--- config.mk ---
export PLATFORM = sky130hd
export DESIGN_NAME = acq_save_ctrl
export DESIGN_NICKNAME = d
export VERILOG_FILES = /design/src/rtl/acq_save_pkg.sv /design/src/rtl/acq_tick_gate.sv /design/src/rtl/acq_addr_track.sv /design/src/rtl/acq_fill_count.sv /design/src/rtl/acq_save_ctrl.sv
export SDC_FILE = /design/constraint.sdc
export NUM_CORES = 1
export LEC_CHECK = 0
export BUFFER_PORTS_ARGS = -buffer_cell sky130_fd_sc_hd__buf_2
export CORE_MARGIN = 4
export CORE_UTILIZATION = 30
export CTS_BUF_LIST = sky130_fd_sc_hd__clkbuf_8
export DETAILED_ROUTE_END_ITERATION = 8
export GPL_TIMING_DRIVEN = 1
export PLACE_DENSITY = 0.44
export SLEW_MARGIN = 20
export SYNTH_ARGS = -nofsm -noshare
export SYNTH_HDL_FRONTEND = slang
export SYNTH_SLANG_ARGS = --single-unit
--- constraint.sdc ---
create_clock -name clk -period 2.3 [get_ports clk]
set_input_delay 0.23 -clock clk [delete_from_list [all_inputs] [get_ports clk]]
set_output_delay 0.23 -clock clk [all_outputs]
set_load 0.05 [all_outputs]
--- src/rtl/acq_save_pkg.sv ---
// Package: shared types for the acquisition save controller.
// Assumes: mode code 3 is reserved and is treated like full rate.
package acq_save_pkg;

    typedef enum logic [1:0] {
        SAVE_FULL  = 2'd0,
        SAVE_DECIM = 2'd1,
        SAVE_ENV   = 2'd2,
        SAVE_RSVD  = 2'd3
    } save_mode_e;

    // True when the mode thins ticks into bursts and gaps.
    function automatic logic mode_thins(input save_mode_e m);
        return (m == SAVE_DECIM) || (m == SAVE_ENV);
    endfunction

endpackage

--- src/rtl/acq_tick_gate.sv ---
// Module: acq_tick_gate
// Decides which base ticks become memory writes. In the thinning modes it
// lets a burst of writes through and then swallows a gap of n ticks.
// Assumes: gap_n >= 1 and it is stable while run is high; arm is only
// asserted while run is low.
module acq_tick_gate
    import acq_save_pkg::*;
#(
    parameter int NUM_CH = 2,
    parameter int DIV_W  = 8
) (
    input  logic             clk,
    input  logic             rst_n,
    input  logic             run,
    input  logic             arm,
    input  logic             tick,
    input  save_mode_e       mode_q,
    input  logic [DIV_W-1:0] gap_n,
    output logic             pass
);

    localparam int BURST_PLAIN = NUM_CH;
    localparam int BURST_ENV   = 2 * NUM_CH;
    localparam int BW          = $clog2(BURST_ENV + 1);

    logic          in_gap;
    logic [BW-1:0] burst_cnt;
    logic [DIV_W-1:0] gap_cnt;
    logic [BW-1:0] burst_last;
    logic          thin;

    // Purpose: choose the last index of a burst for the latched mode.
    always_comb begin
        thin       = mode_thins(mode_q);
        burst_last = (mode_q == SAVE_ENV) ? BW'(BURST_ENV - 1) : BW'(BURST_PLAIN - 1);
    end

    // Purpose: a tick becomes a write unless a thinning gap is open.
    assign pass = run && tick && (!thin || !in_gap);

    // Purpose: step the burst and gap counters on each tick while running.
    always_ff @(posedge clk) begin
        if (!rst_n) begin
            in_gap    <= 1'b0;
            burst_cnt <= '0;
            gap_cnt   <= '0;
        end else if (arm) begin
            in_gap    <= 1'b0;
            burst_cnt <= '0;
            gap_cnt   <= '0;
        end else if (run && tick && thin) begin
            if (!in_gap) begin
                if (burst_cnt == burst_last) begin
                    in_gap    <= 1'b1;
                    gap_cnt   <= gap_n;
                    burst_cnt <= '0;
                end else begin
                    burst_cnt <= burst_cnt + 1'b1;
                end
            end else if (gap_cnt == DIV_W'(1)) begin
                in_gap <= 1'b0;
            end else begin
                gap_cnt <= gap_cnt - 1'b1;
            end
        end
    end

endmodule

--- src/rtl/acq_addr_track.sv ---
// Module: acq_addr_track
// Holds the wrapping acquisition address and the record-end latch.
// Assumes: wr is high for exactly the cycles in which memory is written.
module acq_addr_track #(
    parameter int ADDR_W = 11
) (
    input  logic              clk,
    input  logic              rst_n,
    input  logic              wr,
    output logic [ADDR_W-1:0] addr,
    output logic [ADDR_W-1:0] last_addr
);

    // Purpose: advance the address and capture the written one on each write.
    always_ff @(posedge clk) begin
        if (!rst_n) begin
            addr      <= '0;
            last_addr <= '0;
        end else if (wr) begin
            addr      <= addr + 1'b1;
            last_addr <= addr;
        end
    end

endmodule

--- src/rtl/acq_fill_count.sv ---
// Module: acq_fill_count
// Counts writes in the current record and flags the final one.
// Assumes: clr and wr are never high together.
module acq_fill_count #(
    parameter int TOTAL = 2048
) (
    input  logic clk,
    input  logic rst_n,
    input  logic clr,
    input  logic wr,
    output logic last_wr
);

    localparam int CW = $clog2(TOTAL);

    logic [CW-1:0] cnt;

    // Purpose: the write that brings the count to TOTAL is the last one.
    assign last_wr = wr && (cnt == CW'(TOTAL - 1));

    // Purpose: keep the count of stored samples for this record.
    always_ff @(posedge clk) begin
        if (!rst_n) begin
            cnt <= '0;
        end else if (clr) begin
            cnt <= '0;
        end else if (wr) begin
            cnt <= cnt + 1'b1;
        end
    end

endmodule

--- src/rtl/acq_save_ctrl.sv ---
// Module: acq_save_ctrl (top)
// Takes memory ownership on start, gates base ticks into writes by mode,
// tracks the address and record end, and releases memory with a one-cycle
// strobe once the record is full.
// Assumes: base_tick is a one-cycle enable and start is a one-cycle pulse.
module acq_save_ctrl
    import acq_save_pkg::*;
#(
    parameter int NUM_CH  = 2,
    parameter int REC_LEN = 1024,
    parameter int ADDR_W  = 11,
    parameter int DIV_W   = 8
) (
    input  logic              clk,
    input  logic              rst_n,
    input  logic              base_tick,
    input  logic              start,
    input  logic [1:0]        mode,
    input  logic [DIV_W-1:0]  div_n,
    output logic              mem_we,
    output logic [ADDR_W-1:0] wr_addr,
    output logic [ADDR_W-1:0] rec_end,
    output logic              own_mem,
    output logic              done_pulse
);

    localparam int TOTAL = NUM_CH * REC_LEN;

    save_mode_e       mode_q;
    logic [DIV_W-1:0] gap_q;
    logic             accept;
    logic             pass;
    logic             last_wr;

    // Purpose: a start counts only while the memory is not owned.
    assign accept = start && !own_mem;

    // Purpose: latch mode and clamped divisor when a record begins.
    always_ff @(posedge clk) begin
        if (!rst_n) begin
            mode_q <= SAVE_FULL;
            gap_q  <= DIV_W'(1);
        end else if (accept) begin
            mode_q <= save_mode_e'(mode);
            gap_q  <= (div_n == '0) ? DIV_W'(1) : div_n;
        end
    end

    // Purpose: ownership and completion strobe.
    always_ff @(posedge clk) begin
        if (!rst_n) begin
            own_mem    <= 1'b0;
            done_pulse <= 1'b0;
        end else begin
            done_pulse <= last_wr;
            if (accept) begin
                own_mem <= 1'b1;
            end else if (last_wr) begin
                own_mem <= 1'b0;
            end
        end
    end

    acq_tick_gate #(
        .NUM_CH (NUM_CH),
        .DIV_W  (DIV_W)
    ) u_gate (
        .clk    (clk),
        .rst_n  (rst_n),
        .run    (own_mem),
        .arm    (accept),
        .tick   (base_tick),
        .mode_q (mode_q),
        .gap_n  (gap_q),
        .pass   (pass)
    );

    acq_addr_track #(
        .ADDR_W (ADDR_W)
    ) u_addr (
        .clk       (clk),
        .rst_n     (rst_n),
        .wr        (pass),
        .addr      (wr_addr),
        .last_addr (rec_end)
    );

    acq_fill_count #(
        .TOTAL (TOTAL)
    ) u_fill (
        .clk     (clk),
        .rst_n   (rst_n),
        .clr     (accept),
        .wr      (pass),
        .last_wr (last_wr)
    );

    assign mem_we = pass;

endmodule

==> impl_metrics.tcl, run 1 <==
set metrics [dict create \
    drv_slew 0 \
    holdBufCountCts 0 \
    design_area_mm2 0.002984 \
    clkTransAtPathRegs_ns 0.06 \
    wl_met2_um 2391 \
    critPathArrivalTime_ns 1.89 \
    drtAntennaViolNets 0 \
    cts_setup_buffers 0 \
    dpl.hpwl_um 4226 \
    vdd_drop_max_v 0.0003169 \
    worstMarginPinSlew_ns 0.5341 \
    cts_max_level 3 \
    status "completed" \
    drv_cap 0 \
    cts-resized-gates 0 \
    rrSetupSlack_ns 0.41 \
    finalHoldViolations 0 \
    leakage_nw 1.178 \
    slew_headroom 0.6412 \
    powerDensity_mw_per_mm2 632.2 \
    num_rows 33 \
    hold_end "gap_q[7]" \
    r2r-start "mode_q[0]" \
    finalWirelength_um 6005 \
    wl_met1_um 3217 \
    grt_max_degree 32 \
    nets 371 \
    clock_latency_ns 0.32 \
    syn_area_per_cell_um2 8.169 \
    async_flop_share 0 \
    netlist_top_cells_count "nand2_1, dfxtp_1, a21oi_1" \
    drive_gt1_frac 0.1926 \
    core_area_mm2 0.008175 \
    worst-setup-path-type "reg2out" \
    grt_overflow 0 \
    die_area_mm2 0.009916 \
    met3_length_um 344 \
    setup_viol 0 \
    start_kind "register" \
    hold_path.class "in2reg" \
    max_freq_mhz 471.1 \
    period_share 0.9228 \
    cts_buffer_depth 2 \
    post-synth-top-count-cell "nand2_1" \
    start_util 0.3078 \
    drt_iter0_drc 118 \
    synth_edf_count 0 \
    syn_inst 308 \
    portBuffers 38 \
    crit_fanout 19 \
    grt_usage 0.1318 \
    rsz0062_at_grt "false" \
    die_h_um 99.58 \
    drc 0 \
    antenna_cells 0 \
    syn2layout_area_growth_pct 18.60 \
    wire_per_inst_um 13.11 \
    setup_tns_ns 0 \
    grt_pass1_vias 2091 \
    synth.distinct_cells 43 \
    root_buffer "clkbuf_8" \
    r2r-end "u_gate.gap_cnt[2]" \
    worstHoldStart "div_n[7]" \
    ys_warn_count 0 \
    cts_sinks 57 \
    synth-seq-cells 57 \
    final.setup_skew_ns 0.005150 \
    synthTopCellsByArea "dfxtp_1, nand2_1, a21oi_1" \
    postPlaceCellArea_mm2 0.002834 \
    numCtsBuffers 9 \
    synth_top_area_share 0.4535 \
    yosys.area.top_type "dfxtp_1" \
    grt_pass1_wl_um 10250 \
    synth_ff_type "dfxtp_1" \
    synth_seq_area_share 0.4535 \
    num_vias 2149 \
    end_kind "primary output" \
    place_congestion 0.7614 \
    period_minus_slack_ns 2.123 \
    synth_area_mm2 0.002516 \
    fillCellCount 909 \
    routed.top_layer "met4" \
    worstPathRequired_ns 2.07 \
    die_w_um 99.58 \
    top_level_ports 39 \
    r2r_cells 7 \
    antenna_found_initial 0 \
    first_pass_iters 4 \
    tritoncts "built" \
    synth_nets 328 \
    worstHoldPathCells 3 \
    vias_per_cell 4.692 \
]
-- cell families after synthesis --
group                      after synthesis  share of synthesized area
DFF                                     57                     0.4535
muxes                                    2                   0.008453
AOI/OAI and AO/OA                       58                     0.1338
buffers and inverters                   23                    0.03729
and+or+nand+nor                        140                     0.2606
xor gates and xnor gates                22                    0.07658
adders and majority gates                6                    0.02984
-- per-layer routing --
metal,GRT usage,up-vias
met4,0.05042,0
met2,0.1767,45
met5,0,-
met1,0.1883,973
met3,0.05119,4
li1,-,1127
-- flip-flops by register name (all words and copies together) (netlist names) --
register	flops
gap_q	8
own_mem	1
u_gate.burst_cnt	3
u_fill.cnt	11
u_addr.last_addr	11
mode_q	2
u_gate.in_gap	1
done_pulse	1
u_gate.gap_cnt	8
u_addr.addr	11
-- how the worst max path moves through the flow --
| stage | startpoint | end | slack (ns) |
|---|---|---|---|
| finish | mode_q[0] | mem_we | 0.18 |
| global route | mode_q[0] | mem_we | 0.03 |
| global placement | mode_q[0] | u_gate.gap_cnt[2] | 0.45 |
| floorplan | own_mem | u_fill.cnt[1] | 0.18 |
| detailed placement | mode_q[0] | u_gate.gap_cnt[2] | 0.41 |
| CTS | mode_q[0] | mem_we | 0.14 |
-- metrics by stage --
step | total power [mW] | utilization | cells | worst slack, ns | hold slack, ns
final | 1.887 | 0.3650 | 458 | 0.1775 | 0.1522
after global routing | 1.992 | 0.3650 | 458 | 0.02977 | 0.1391
after global placement | 1.160 | 0.3466 | 445 | 0.4501 | 0.4410
after CTS | 1.926 | 0.3650 | 458 | 0.1449 | 0.1337
after detailed placement | 1.161 | 0.3466 | 445 | 0.4143 | 0.4446
after floorplan | 1.111 | - | 308 | 0.1792 | 0.3189
-- where the power goes --
part / internal, mW / total (mW) / switching, mW
Clock: 0.392 / 0.750 / 0.358
Sequential: 1.00 / 1.02 / 0.0126
Combinational: 0.0390 / 0.121 / 0.0820
Total: 1.43 / 1.89 / 0.453
-- worst max-delay path, cell delays in order, from the launching register on --
cell and delay (ns):
dfxtp_1 0.32, inv_1 0.04, ha_1 0.29, nand2b_1 0.13, nand3_1 0.12, inv_2 0.32, buf_2 0.34
-- final cells by class --
type / count / area (um^2) / share of cell area
multi-input combinational: 228 / 1281 / 0.4294
sequential: 57 / 1141 / 0.3824
timing repair buffer: 45 / 242.7 / 0.08134
clock buffer: 10 / 137.6 / 0.04612
tap: 105 / 131.4 / 0.04403
inverter: 10 / 37.54 / 0.01258
clock inverter: 3 / 12.51 / 0.004193
-- cells in the final DEF (no fill, tap or decap), types with 2 or more instances in the layout --
cell / count
xnor2_1: 9
nor2b_1: 3
or2_2: 2
dfxtp_1: 57
buf_4: 7
nand3_1: 14
o21ai_0: 2
xor2_1: 13
a21oi_2: 2
nor2_1: 32
nand2b_1: 2
a31oi_1: 3
a21oi_1: 37
buf_2: 38
nor3_1: 4
inv_2: 2
inv_1: 9
nor4_2: 2
a211o_1: 2
and3_1: 6
nand4_1: 2
o21ai_1: 5
and4_1: 2
clkbuf_8: 10
nor4_1: 3
nand2_1: 62
ha_1: 6
Power figures use the tool's default switching activity.
==> run 2: changes to the inputs <==
CORE_UTILIZATION = 50   (was 30)
PLACE_DENSITY = 0.68   (was 0.44)
==> impl_metrics.tcl, run 2 (synthesized netlist as in run 1, its figures left out) <==
set metrics [dict create \
    status "completed" \
    drt_iter0_drc 133 \
    num_rows 25 \
    drv_cap 0 \
    grt_usage 0.1918 \
    pwr-share-seq 0.464 \
    tritoncts "built" \
    num_vias 2205 \
    portBuffers 38 \
    numCtsBuffers 9 \
    cts_max_level 3 \
    top_level_ports 39 \
    leakage_nw 1.202 \
    nets 370 \
    final_common_cell "nand2_1" \
    drtAntennaViolNets 0 \
    start_util 0.5258 \
    layout_common_cells "nand2_1, dfxtp_1, buf_2" \
    p_clk_frac 0.483 \
    cts_buffer_depth 2 \
    wire_per_inst_um 12.74 \
    setup_tns_ns 0 \
    setup_viol 0 \
    crit_fanout 19 \
    p_sw_mw 0.4837 \
    slew_headroom 0.5745 \
    switching_share 0.2210 \
    clock_latency_ns 0.33 \
    rsz0062_at_grt "false" \
    antenna_found_initial 0 \
    stdcell_count 422 \
    place_congestion 0.8109 \
    grt_pass1_wl_um 9384 \
    final.setup_skew_ns 0.006838 \
    numPlacedInstances 406 \
    max_freq_mhz 472.3 \
    comb_power_share 0.053 \
    power.internal_mw 1.705 \
    regArea_mm2 0.001141 \
    syn2layout_area_growth_pct 19.54 \
    die_h_um 78.94 \
    antenna_cells 0 \
    reg_top3 "u_addr.addr x11, u_addr.last_addr x11, u_fill.cnt x11" \
    period_share 0.9205 \
    powerDensity_mw_per_mm2 727.5 \
    worstMarginPinSlew_ns 0.6369 \
    root_buffer "clkbuf_8" \
    core_area_mm2 0.004786 \
    drv_slew 0 \
    finalHoldViolations 0 \
    finalWirelength_um 5376 \
    hold_path.class "in2reg" \
    critPathArrivalTime_ns 1.89 \
    first_pass_iters 4 \
    period_minus_slack_ns 2.117 \
    grt_overflow 0 \
    holdBufCountCts 0 \
    vdd_drop_max_v 0.0005168 \
    worstPathRequired_ns 2.07 \
    clkTransAtPathRegs_ns 0.06 \
    start_kind "register" \
    multi_input_area_mm2 0.001281 \
    dpl.hpwl_um 3709 \
    grt_pass1_vias 1970 \
    cts_setup_buffers 0 \
    cts-resized-gates 0 \
    cts_sinks 57 \
    worst-setup-path-type "reg2out" \
    drc 0 \
    die_w_um 78.94 \
    grt_max_degree 26 \
    drive_gt1_frac 0.2028 \
    fillCellCount 422 \
    vias_per_cell 5.225 \
    die_area_mm2 0.006232 \
    end_kind "primary output" \
]
[run 2: final timing paths]
path	startpoint	end	slack (ns)	depth (start not counted)
max	mode_q[0]	mem_we	0.18	6
min	div_n[4]	gap_q[4]	0.14	3
max reg2reg	mode_q[0]	u_gate.gap_cnt[2]	0.39	7
min reg2reg	u_addr.last_addr[1]	u_addr.last_addr[1]	0.45	2
[run 2: layout make-up]
type | instances | share of cell area
clock buffer | 11 | 0.05033
clock inverter | 5 | 0.02579
inverter | 10 | 0.01248
multi-input combinational | 228 | 0.4260
sequential | 57 | 0.3794
tap | 67 | 0.02787
timing repair buffer | 44 | 0.07820
[run 2: metal layers]
metal  vias to the layer above  global-route usage  wire (um)
met2                        65              0.2606       2118
met1                      1004              0.2842       2886
li1                       1127                   -          -
met5                         -                   0          0
met3                         9             0.04195        287
met4                         0             0.09278         83
[run 2: metrics by stage]
| stage | hold slack, ns | instance area, um^2 | utilization | power (mW) | setup slack [ns] |
|---|---|---|---|---|---|
| 2_1_floorplan | 0.3189 | 2516 | - | 1.111 | 0.1792 |
| 3_3_place_gp | 0.4397 | 2779 | 0.5807 | 1.152 | 0.4662 |
| 3_5_place_dp | 0.4461 | 2779 | 0.5807 | 1.153 | 0.4234 |
| 4_1_cts | 0.1286 | 3008 | 0.6285 | 2.208 | 0.1580 |
| 5_1_grt | 0.1462 | 3008 | 0.6285 | 2.270 | 0.05478 |
| 6_report | 0.1393 | 3008 | 0.6285 | 2.188 | 0.1829 |
[run 2: critical path, stage by stage, from the launching register on]
cell and delay (ns):
dfxtp_1 0.33, inv_1 0.05, ha_1 0.30, nand2b_1 0.13, nand3_1 0.11, inv_2 0.30
buf_2 0.33
[run 2: power by group through the flow]
stage / registers, mW / logic [mW] / clock network (mW)
after floorplan: 1.05 / 0.0653 / 0
after global placement: 1.04 / 0.117 / 0
after detailed placement: 1.04 / 0.116 / 0
after CTS: 1.01 / 0.117 / 1.08
after global routing: 1.02 / 0.130 / 1.12
final: 1.02 / 0.117 / 1.06
